<file path="config.mk">
export PLATFORM = sky130hd
export DESIGN_NAME = bus_tenure_ctrl
export DESIGN_NICKNAME = d
export VERILOG_FILES = /design/src/rtl/bus_tenure_pkg.sv /design/src/rtl/ext_cycle_track.sv /design/src/rtl/line_beat_cnt.sv /design/src/rtl/lock_hold.sv /design/src/rtl/bus_tenure_ctrl.sv
export SDC_FILE = /design/constraint.sdc
export NUM_CORES = 1
export LEC_CHECK = 0
export ABC_AREA = 1
export BUFFER_PORTS_ARGS = -buffer_cell sky130_fd_sc_hd__buf_2
export CORE_AREA = 2 2 39 41
export CTS_CLUSTER_SIZE = 40
export DETAILED_ROUTE_END_ITERATION = 7
export DIE_AREA = 0 0 41 43
export PLACE_DENSITY = 0.69
export SLEW_MARGIN = 20
export SYNTH_ARGS = -nofsm -noshare
export SYNTH_HDL_FRONTEND = slang
export SYNTH_SLANG_ARGS = --single-unit
</file>
<file path="constraint.sdc">
create_clock -name clk_i -period 3.32 [get_ports clk_i]
set_input_delay 0.664 -clock clk_i [delete_from_list [all_inputs] [get_ports clk_i]]
set_output_delay 0.664 -clock clk_i [all_outputs]
set_load 0.02 [all_outputs]
</file>
<file path="src/rtl/bus_tenure_pkg.sv">
package bus_tenure_pkg;
  typedef enum logic [1:0] {
    TEN_IDLE = 2'd0,
    TEN_XFER = 2'd1,
    TEN_PARK = 2'd2
  } tenure_e;
endpackage

</file>
<file path="src/rtl/ext_cycle_track.sv">
module ext_cycle_track (
  input  logic clk_i,
  input  logic rst_ni,
  input  logic en_i,
  input  logic track_i,
  input  logic ts_i,
  input  logic term_i,
  output logic open_o
);
  logic open_q;

  always_ff @(posedge clk_i or negedge rst_ni) begin
    if (!rst_ni) begin
      open_q <= 1'b0;
    end else if (en_i) begin
      if (!track_i)    open_q <= 1'b0;
      else if (ts_i)   open_q <= 1'b1;
      else if (term_i) open_q <= 1'b0;
    end
  end

  assign open_o = open_q;

  AST_EXT_CLOSE: assert property (@(posedge clk_i) disable iff (!rst_ni)
    (en_i && open_q && term_i && !ts_i) |=> !open_q);
endmodule

</file>
<file path="src/rtl/line_beat_cnt.sv">
module line_beat_cnt #(
  parameter int unsigned BEATS = 4
) (
  input  logic clk_i,
  input  logic rst_ni,
  input  logic en_i,
  input  logic clear_i,
  input  logic step_i,
  output logic last_o
);
  localparam int unsigned CW = (BEATS > 1) ? $clog2(BEATS) : 1;
  localparam logic [CW-1:0] LAST = CW'(BEATS - 1);

  logic [CW-1:0] cnt_q;

  always_ff @(posedge clk_i or negedge rst_ni) begin
    if (!rst_ni) begin
      cnt_q <= '0;
    end else if (en_i) begin
      if (clear_i)      cnt_q <= '0;
      else if (step_i)  cnt_q <= (cnt_q == LAST) ? '0 : cnt_q + 1'b1;
    end
  end

  assign last_o = (cnt_q == LAST);

  AST_BEAT_GATED: assert property (@(posedge clk_i) disable iff (!rst_ni)
    !en_i |=> (cnt_q == $past(cnt_q)));
endmodule

</file>
<file path="src/rtl/lock_hold.sv">
module lock_hold (
  input  logic clk_i,
  input  logic rst_ni,
  input  logic en_i,
  input  logic own_i,
  input  logic grant_i,
  input  logic locked_i,
  input  logic sever_i,
  output logic hold_o
);
  logic grant_q;
  logic hold_q;
  logic drop_w;
  logic hold_set_w;

  assign drop_w     = own_i && grant_q && !grant_i;
  assign hold_set_w = drop_w && locked_i && !sever_i;
  // soft removal inside a lock holds the bus until the lock ends
  assign hold_o     = (hold_q && locked_i) || hold_set_w;

  always_ff @(posedge clk_i or negedge rst_ni) begin
    if (!rst_ni) begin
      grant_q <= 1'b0;
      hold_q  <= 1'b0;
    end else if (en_i) begin
      grant_q <= grant_i;
      if (!own_i || !locked_i) hold_q <= 1'b0;
      else if (hold_set_w)     hold_q <= 1'b1;
    end
  end

  AST_HOLD_NEEDS_LOCK: assert property (@(posedge clk_i) disable iff (!rst_ni)
    (en_i && !locked_i) |=> !hold_q);
  AST_GRANT_GATED: assert property (@(posedge clk_i) disable iff (!rst_ni)
    !en_i |=> (grant_q == $past(grant_q)));
endmodule

</file>
<file path="src/rtl/bus_tenure_ctrl.sv">
module bus_tenure_ctrl
  import bus_tenure_pkg::*;
#(
  parameter int unsigned LINE_BEATS = 4
) (
  input  logic clk_i,
  input  logic rst_ni,
  input  logic clk_en_i,
  input  logic req_pend_i,
  input  logic grant_i,
  input  logic sever_i,
  input  logic locked_i,
  input  logic line_inh_i,
  input  logic ext_ts_i,
  input  logic busy_ext_i,
  input  logic term_ok_i,
  input  logic term_err_i,
  input  logic term_retry_i,
  output logic bus_req_o,
  output logic busy_o,
  output logic start_o
);
  tenure_e st_q, st_d;
  logic    line_q;
  logic    term_any_w;
  logic    ext_open_w;
  logic    bus_free_w;
  logic    last_beat_w;
  logic    hold_w;
  logic    done_w;
  logic    release_w;
  logic    own_w;

  assign term_any_w = term_ok_i | term_err_i | term_retry_i;
  assign own_w      = (st_q != TEN_IDLE);
  assign bus_free_w = !busy_ext_i && !ext_open_w && !ext_ts_i;

  ext_cycle_track u_ext (
    .clk_i   (clk_i),
    .rst_ni  (rst_ni),
    .en_i    (clk_en_i),
    .track_i (st_q == TEN_IDLE),
    .ts_i    (ext_ts_i),
    .term_i  (term_any_w),
    .open_o  (ext_open_w)
  );

  line_beat_cnt #(.BEATS(LINE_BEATS)) u_beat (
    .clk_i   (clk_i),
    .rst_ni  (rst_ni),
    .en_i    (clk_en_i),
    .clear_i (start_o),
    .step_i  ((st_q == TEN_XFER) && line_q && term_ok_i),
    .last_o  (last_beat_w)
  );

  lock_hold u_lock (
    .clk_i    (clk_i),
    .rst_ni   (rst_ni),
    .en_i     (clk_en_i),
    .own_i    (own_w),
    .grant_i  (grant_i),
    .locked_i (locked_i),
    .sever_i  (sever_i),
    .hold_o   (hold_w)
  );

  always_comb begin
    unique case (st_q)
      TEN_IDLE: start_o = req_pend_i && grant_i && bus_free_w;
      TEN_PARK: start_o = req_pend_i && (grant_i || hold_w);
      default:  start_o = 1'b0;
    endcase
  end

  assign done_w    = (st_q == TEN_XFER) &&
                     (term_err_i || term_retry_i ||
                      (term_ok_i && (!line_q || last_beat_w)));
  assign release_w = !grant_i && !hold_w;

  always_comb begin
    st_d = st_q;
    unique case (st_q)
      TEN_IDLE: if (start_o) st_d = TEN_XFER;
      TEN_XFER: if (done_w)  st_d = release_w ? TEN_IDLE : TEN_PARK;
      TEN_PARK: begin
        if (start_o)        st_d = TEN_XFER;
        else if (release_w) st_d = TEN_IDLE;
      end
      default: st_d = TEN_IDLE;
    endcase
  end

  always_ff @(posedge clk_i or negedge rst_ni) begin
    if (!rst_ni) begin
      st_q   <= TEN_IDLE;
      line_q <= 1'b0;
    end else if (clk_en_i) begin
      st_q <= st_d;
      if (start_o) line_q <= line_inh_i;
    end
  end

  assign bus_req_o = req_pend_i;
  assign busy_o    = own_w || start_o;

  AST_STATE_GATED: assert property (@(posedge clk_i) disable iff (!rst_ni)
    !clk_en_i |=> (st_q == $past(st_q)));
  AST_START_TAKES: assert property (@(posedge clk_i) disable iff (!rst_ni)
    (clk_en_i && start_o) |=> (st_q == TEN_XFER));
  AST_NO_START_BUSY: assert property (@(posedge clk_i) disable iff (!rst_ni)
    (st_q == TEN_IDLE && busy_ext_i) |-> !busy_o);
  AST_LINE_HOLDS: assert property (@(posedge clk_i) disable iff (!rst_ni)
    (clk_en_i && st_q == TEN_XFER && line_q && term_ok_i && !last_beat_w &&
     !term_err_i && !term_retry_i) |=> (st_q == TEN_XFER));
endmodule

</file>
==> results.toml, run 1 <==
[clocking]
cts_resized = 0
cts_tree = "built"
clock-sinks = 8
cts_buffers = 3
insertion_delay_ns = 0.25
cts_root_buffer = "clkbuf_4"
holdBufCountCts = 0
cts_max_level = 1
post_cts_buffers = 0
clk_pin_slew_ns = 0.06
clock_path_buffers = 2

[timing]
slew_violations = 0
tightest_slew_ns = 0.324
period_needed_ns = 2.15
timing.fmax_mhz = 466
clock-skew-final_ns = 0.00223
max-slew-margin-rel_pct = 78.2
post-route-period-util_pct = 64.7
setup-violations-final = 0
rsz0062_at_grt = "no"
finalHoldViolCount = 0
setup_tns_ns = 0
hold_slack_ns = 0.244

[synth]
syn-num-nets = 91
synth_most_common_cell = "nand2_1"
seq_area_frac_synth_pct = 34.3
synth_cells = 77
synthArstFlopShare_pct = 100
ys_warn_count = 0
ys_ff_latch = 8
synth_commonest_cells = "16 x nand2_1, 11 x inv_1, 8 x dfrtp_1"
synth_edf_count = 0
synth-main-ff-cell = "dfrtp_1"
synth_top_cell_by_area = "dfrtp_1"
synth_top_area_share_pct = 34.3
syn_area_sq_um = 584
ys_top_cells_by_area = "dfrtp_1 34%, nand2_1 10%, nand2_4 7.7%, inv_1 7.1%, a21oi_1 5.1%"
avgSynthCellArea_sq_um = 7.59
synth_cell_types = 22

[floorplan]
row_count = 14
die_area_sq_mm = 0.00176
dieHeight_um = 43
die_w_um = 41
core-area_sq_mm = 0.00138
initial_core_util_pct = 42.2
pin_count = 16

[pwr]
pwr-share-seq_pct = 40.9
irDropWorstVdd_mv = 0.239
p_leak_nw = 0.405
p_per_area_mw_per_mm2 = 482
p_int_w = 0.000208
p_clk_share_pct = 22.6
p_comb_share_pct = 36.5
switching_share_pct = 37.9
p_switching_w = 0.000127

[layout]
post_layout_nonfiller_instances = 110
fin_nets = 110
drive_above_1_share_pct = 38.3
syn2layout_area_growth_pct = 18.8
fillers = 135
fin_util_pct = 50.2
final_area_sq_um = 694
diodes = 0

[drt]
drc_errors = 0
num_vias = 515
via_per_inst = 4.68
drt-initial-drc-count = 6
routed_wl_um = 1160
ant_nets = 0
avgRoutedWirePerCell_um = 10.5
drtPass1Iterations = 4

[placed_design]
dp.cells = 107
gp_congestion = 0.734
port_buffers = 15
dp_hpwl_um = 942
place_area_sq_um = 672

[critical_path]
worstPathRequired_ns = 2.66
r2r_cells = 8
crit_path_max_fanout = 4
critical_path_class = "in -> out"
worstSetupEndpointType = "output port"
startpoint_type = "input port"
worstPathArrival_ns = 1.48

[grt]
gr-total-overflow = 0
grt_pass1_vias = 487
antenna_found_initial = 0
grt_usage_pct = 16.9
grt_pass1_wl_um = 1990
grt_max_degree = 9

[min_path]
hp-class = "in -> async"

[status]
status = "completed"

[job]
cap_violations = 0
worst paths after layout:
| path | from | slack, ns | end |
|---|---|---|---|
| min in group clk_i | u_beat.cnt_q[1]$_DFFE_PN0P_ | 0.49 | u_beat.cnt_q[1]$_DFFE_PN0P_ |
| max in group asynchronous | rst_ni | 2.90 | st_q[1]$_DFFE_PN0P_ |
| hold / removal | rst_ni | 0.24 | u_lock.grant_q$_DFFE_PN0P_ |
| setup / recovery | grant_i | 1.17 | start_o |
| hold reg to reg | u_beat.cnt_q[1]$_DFFE_PN0P_ | 0.49 | u_beat.cnt_q[1]$_DFFE_PN0P_ |
| setup reg to reg | st_q[1]$_DFFE_PN0P_ | 1.96 | line_q$_DFFE_PN0P_ |
worst max-delay path, cell delays in order:
cell and delay (ns):
buf_2 0.12, inv_1 0.05, nand2_1 0.07, nor2_2 0.13, nand2_4 0.07, nand2_4 0.08, nand2_4 0.06, nand2_4 0.07
buf_2 0.16
logic make-up (layout without fill, tap and decap cells):
kind of cell | count (synthesis) | in the layout | share of synthesized area, %
simple gates | 40 | 40 | 40.3
buf+inv | 15 | 32 | 10.3
compound gates | 13 | 13 | 13.1
flops | 8 | 8 | 34.3
fa+ha+maj | 1 | 1 | 2.14
state kept, by name (all words and copies together), names as in the netlist:
name / count
u_lock.hold_q: 1
u_ext.open_o: 1
st_q: 2
u_beat.cnt_q: 2
line_q: 1
u_lock.grant_q: 1
layout by cell type, fill, tap and decap left out, drive strengths merged:
master	n
a21oi	7
buf	15
clkbuf	3
dfrtp	8
ha	1
inv	14
nand2	21
nand3	4
nand4	1
nor2	9
nor3	2
nor4	1
o21ai	4
o21bai	1
o22ai	1
or2	2
stage by stage:
step                      power (W)  setup slack [ns]
after CTS                  0.000339              1.17
after global routing       0.000362              1.08
after detailed placement   0.000262              1.17
final                      0.000335              1.17
after global placement     0.000257              1.18
after floorplan            0.000228              1.46
power groups by stage:
stage	Clock (W)	Sequential (W)	Combinational (W)
after floorplan	0	0.000135	0.0000927
after global placement	0	0.000138	0.000120
after detailed placement	0	0.000138	0.000124
after CTS	0.0000780	0.000137	0.000124
after global routing	0.0000820	0.000140	0.000140
final	0.0000756	0.000137	0.000122
area by class of cell:
type	instances	area [sq um]	share of cell area, %
clock buffers	3	22.5	3.24
flip-flops and latches	8	200	28.8
repair buffers	15	75.1	10.8
inverters	14	52.6	7.57
multi-input cells	54	324	46.7
well taps	16	20.0	2.88
layer usage:
metal	vias to the layer above	routed length, um	track usage (%)	share of wire [%]
met2	10	513	23.1	44
met1	221	575	22.8	50
li1	280	-	-	-
met3	4	34	1.57	2.9
met5	-	0	0	0
met4	0	33	14.0	2.9
Note: power is estimated with default switching activity, not from simulation.
==> inputs of run 2 (changes only) <==
Settings changed: CORE_AREA 2 2 39 41 to default, CORE_MARGIN from default to 2, CORE_UTILIZATION from default to 44, DIE_AREA 0 0 41 43 to default, PLACE_DENSITY 0.69 to 0.72.
Clock period 3.32 ns to 1.7 ns, I/O delays scaled along.
==> run 2 against run 1 <==
First-iteration DRC count rose to 2.8 times the previous value; total power up 120%; count of clock-buffer cells in the layout stayed put; non-clock buffer count is 8 higher; routed wire length rose by 12%; worst hold slack better by 0.092 ns; sequential share of layout area decreased by 3.2 points; via count rose by 16%; critical path type is now reg -> out.
==> results.toml, run 2 (synthesis gave the netlist of run 1 again) <==
[status]
status = "completed"

[layout]
fin_nets = 118
diodes = 0
largest_registers = "st_q: 2 flops, u_beat.cnt_q: 2 flops"
drive_above_1_share_pct = 44.1
layout_commonest_cell = "nand2_1"
fillers = 121
fin_util_pct = 61.9
syn2layout_area_growth_pct = 34.5
post_layout_nonfiller_instances = 117
layout_common_cells = "16 x nand2_1, 13 x buf_2, 11 x inv_1"
final_area_sq_um = 786

[timing]
period_needed_ns = 1.69
finalHoldViolCount = 0
timing.fmax_mhz = 593
post-route-period-util_pct = 99.3
hold_slack_ns = 0.336
tightest_slew_ns = 0.324
setup-violations-final = 0
max-slew-margin-rel_pct = 78.2
setup_ws_ns = 0.0127
clock-skew-final_ns = 0.00464
slew_violations = 0
rsz0062_at_grt = "yes"

[pwr]
p_per_area_mw_per_mm2 = 947
p_leak_nw = 0.446
irDropWorstVdd_mv = 0.380

[clocking]
cts_buffers = 3
cts_tree = "built"
cts_max_level = 1
insertion_delay_ns = 0.26
cts_root_buffer = "clkbuf_4"
clock-sinks = 8
clock_path_buffers = 2
clk_pin_slew_ns = 0.06

[floorplan]
initial_core_util_pct = 46.1
die_area_sq_mm = 0.00164
pin_count = 16
die_w_um = 40.4
row_count = 13
core-area_sq_mm = 0.00127
dieHeight_um = 40.4

[drt]
drt-initial-drc-count = 17
ant_nets = 0
via_per_inst = 5.11
drtPass1Iterations = 4
routed_wl_um = 1290
avgRoutedWirePerCell_um = 11.0
drc_errors = 0
num_vias = 598

[placed_design]
place_area_sq_um = 678
pre_cts_slack_ns = 0.197
dp.cells = 107
port_buffers = 15
gp_congestion = 0.789
dp_hpwl_um = 975

[job]
cap_violations = 0

[critical_path]
worstPathRequired_ns = 1.36
worstSetupEndpointType = "output port"
startpoint_type = "flip-flop"
critical_path_class = "reg -> out"
worstPathArrival_ns = 1.35
crit_path_max_fanout = 3

[grt]
grt_pass1_wl_um = 2180
grt_pass1_vias = 573
antenna_found_initial = 0
grt_usage_pct = 20.3
gr-total-overflow = 0
grt_max_degree = 9

[min_path]
hp-class = "in -> reg"
-- run 2: worst max-delay path, stage by stage (launching register included) --
cell	delay, ns
dfrtp_2	0.43
nor2_4	0.17
nand3_2	0.11
nor2_4	0.11
inv_2	0.07
nand3_4	0.09
buf_6	0.11
-- run 2: path summary, 6_finish.rpt --
path	from	end	slack (ns)	cells after the start
max reg2reg	st_q[1]$_DFFE_PN0P_	line_q$_DFFE_PN0P_	0.31	9
min in group asynchronous	rst_ni	u_beat.cnt_q[1]$_DFFE_PN0P_	0.46	2
max in group asynchronous	rst_ni	st_q[1]$_DFFE_PN0P_	1.06	2
max	st_q[1]$_DFFE_PN0P_	busy_o	0.01	6
min	line_inh_i	line_q$_DFFE_PN0P_	0.34	3
min reg2reg	u_beat.cnt_q[1]$_DFFE_PN0P_	u_beat.cnt_q[1]$_DFFE_PN0P_	0.48	2
-- run 2: layout make-up --
cell class              instances  area, sq um  share of cell area (%)
repair buffers                 23          150                    19.1
multi-input cells              54          340                    43.3
flip-flops and latches          8          201                    25.6
inverters                      14         52.6                    6.69
well taps                      15         18.8                    2.39
clock buffers                   3         22.5                    2.87
-- run 2: where the power goes --
group / switching (W) / leakage [nW] / total (W) / internal [W]
Sequential: 0.0000297 / 0.101 / 0.000266 / 0.000236
Clock: 0.0000662 / 0.0138 / 0.000147 / 0.0000809
Combinational: 0.000175 / 0.331 / 0.000331 / 0.000156
Total: 0.000271 / 0.446 / 0.000744 / 0.000473
-- run 2: layer usage --
metal / track usage (%) / part of all wire (%) / vias to the layer above / wire length [um]
li1: - / - / 299 / -
met1: 22.9 / 44 / 281 / 572
met2: 34.5 / 50 / 14 / 644
met3: 2.78 / 4.0 / 4 / 52
met4: 14.2 / 1.8 / 0 / 23
met5: 0 / 0 / - / 0
-- run 2: repair_timing --
| action | in CTS | in global routing |
|---|---|---|
| pin swaps | 2 | 2 |
| endpoints found under the setup margin | 2 | 2 |
| gates cloned | 0 | 0 |
| hold buffers | 1 | 0 |
| gates resized for setup | 6 | 2 |
| endpoints found under the hold margin | 8 | 0 |
| setup buffers | 3 | 3 |
-- run 2: metrics by stage --
step | setup TNS [ns] | power (W)
2_1_floorplan | 0 | 0.000445
3_3_place_gp | 0 | 0.000515
3_5_place_dp | 0 | 0.000524
4_1_cts | 0 | 0.000725
5_1_grt | -0.0347 | 0.000807
6_report | 0 | 0.000744
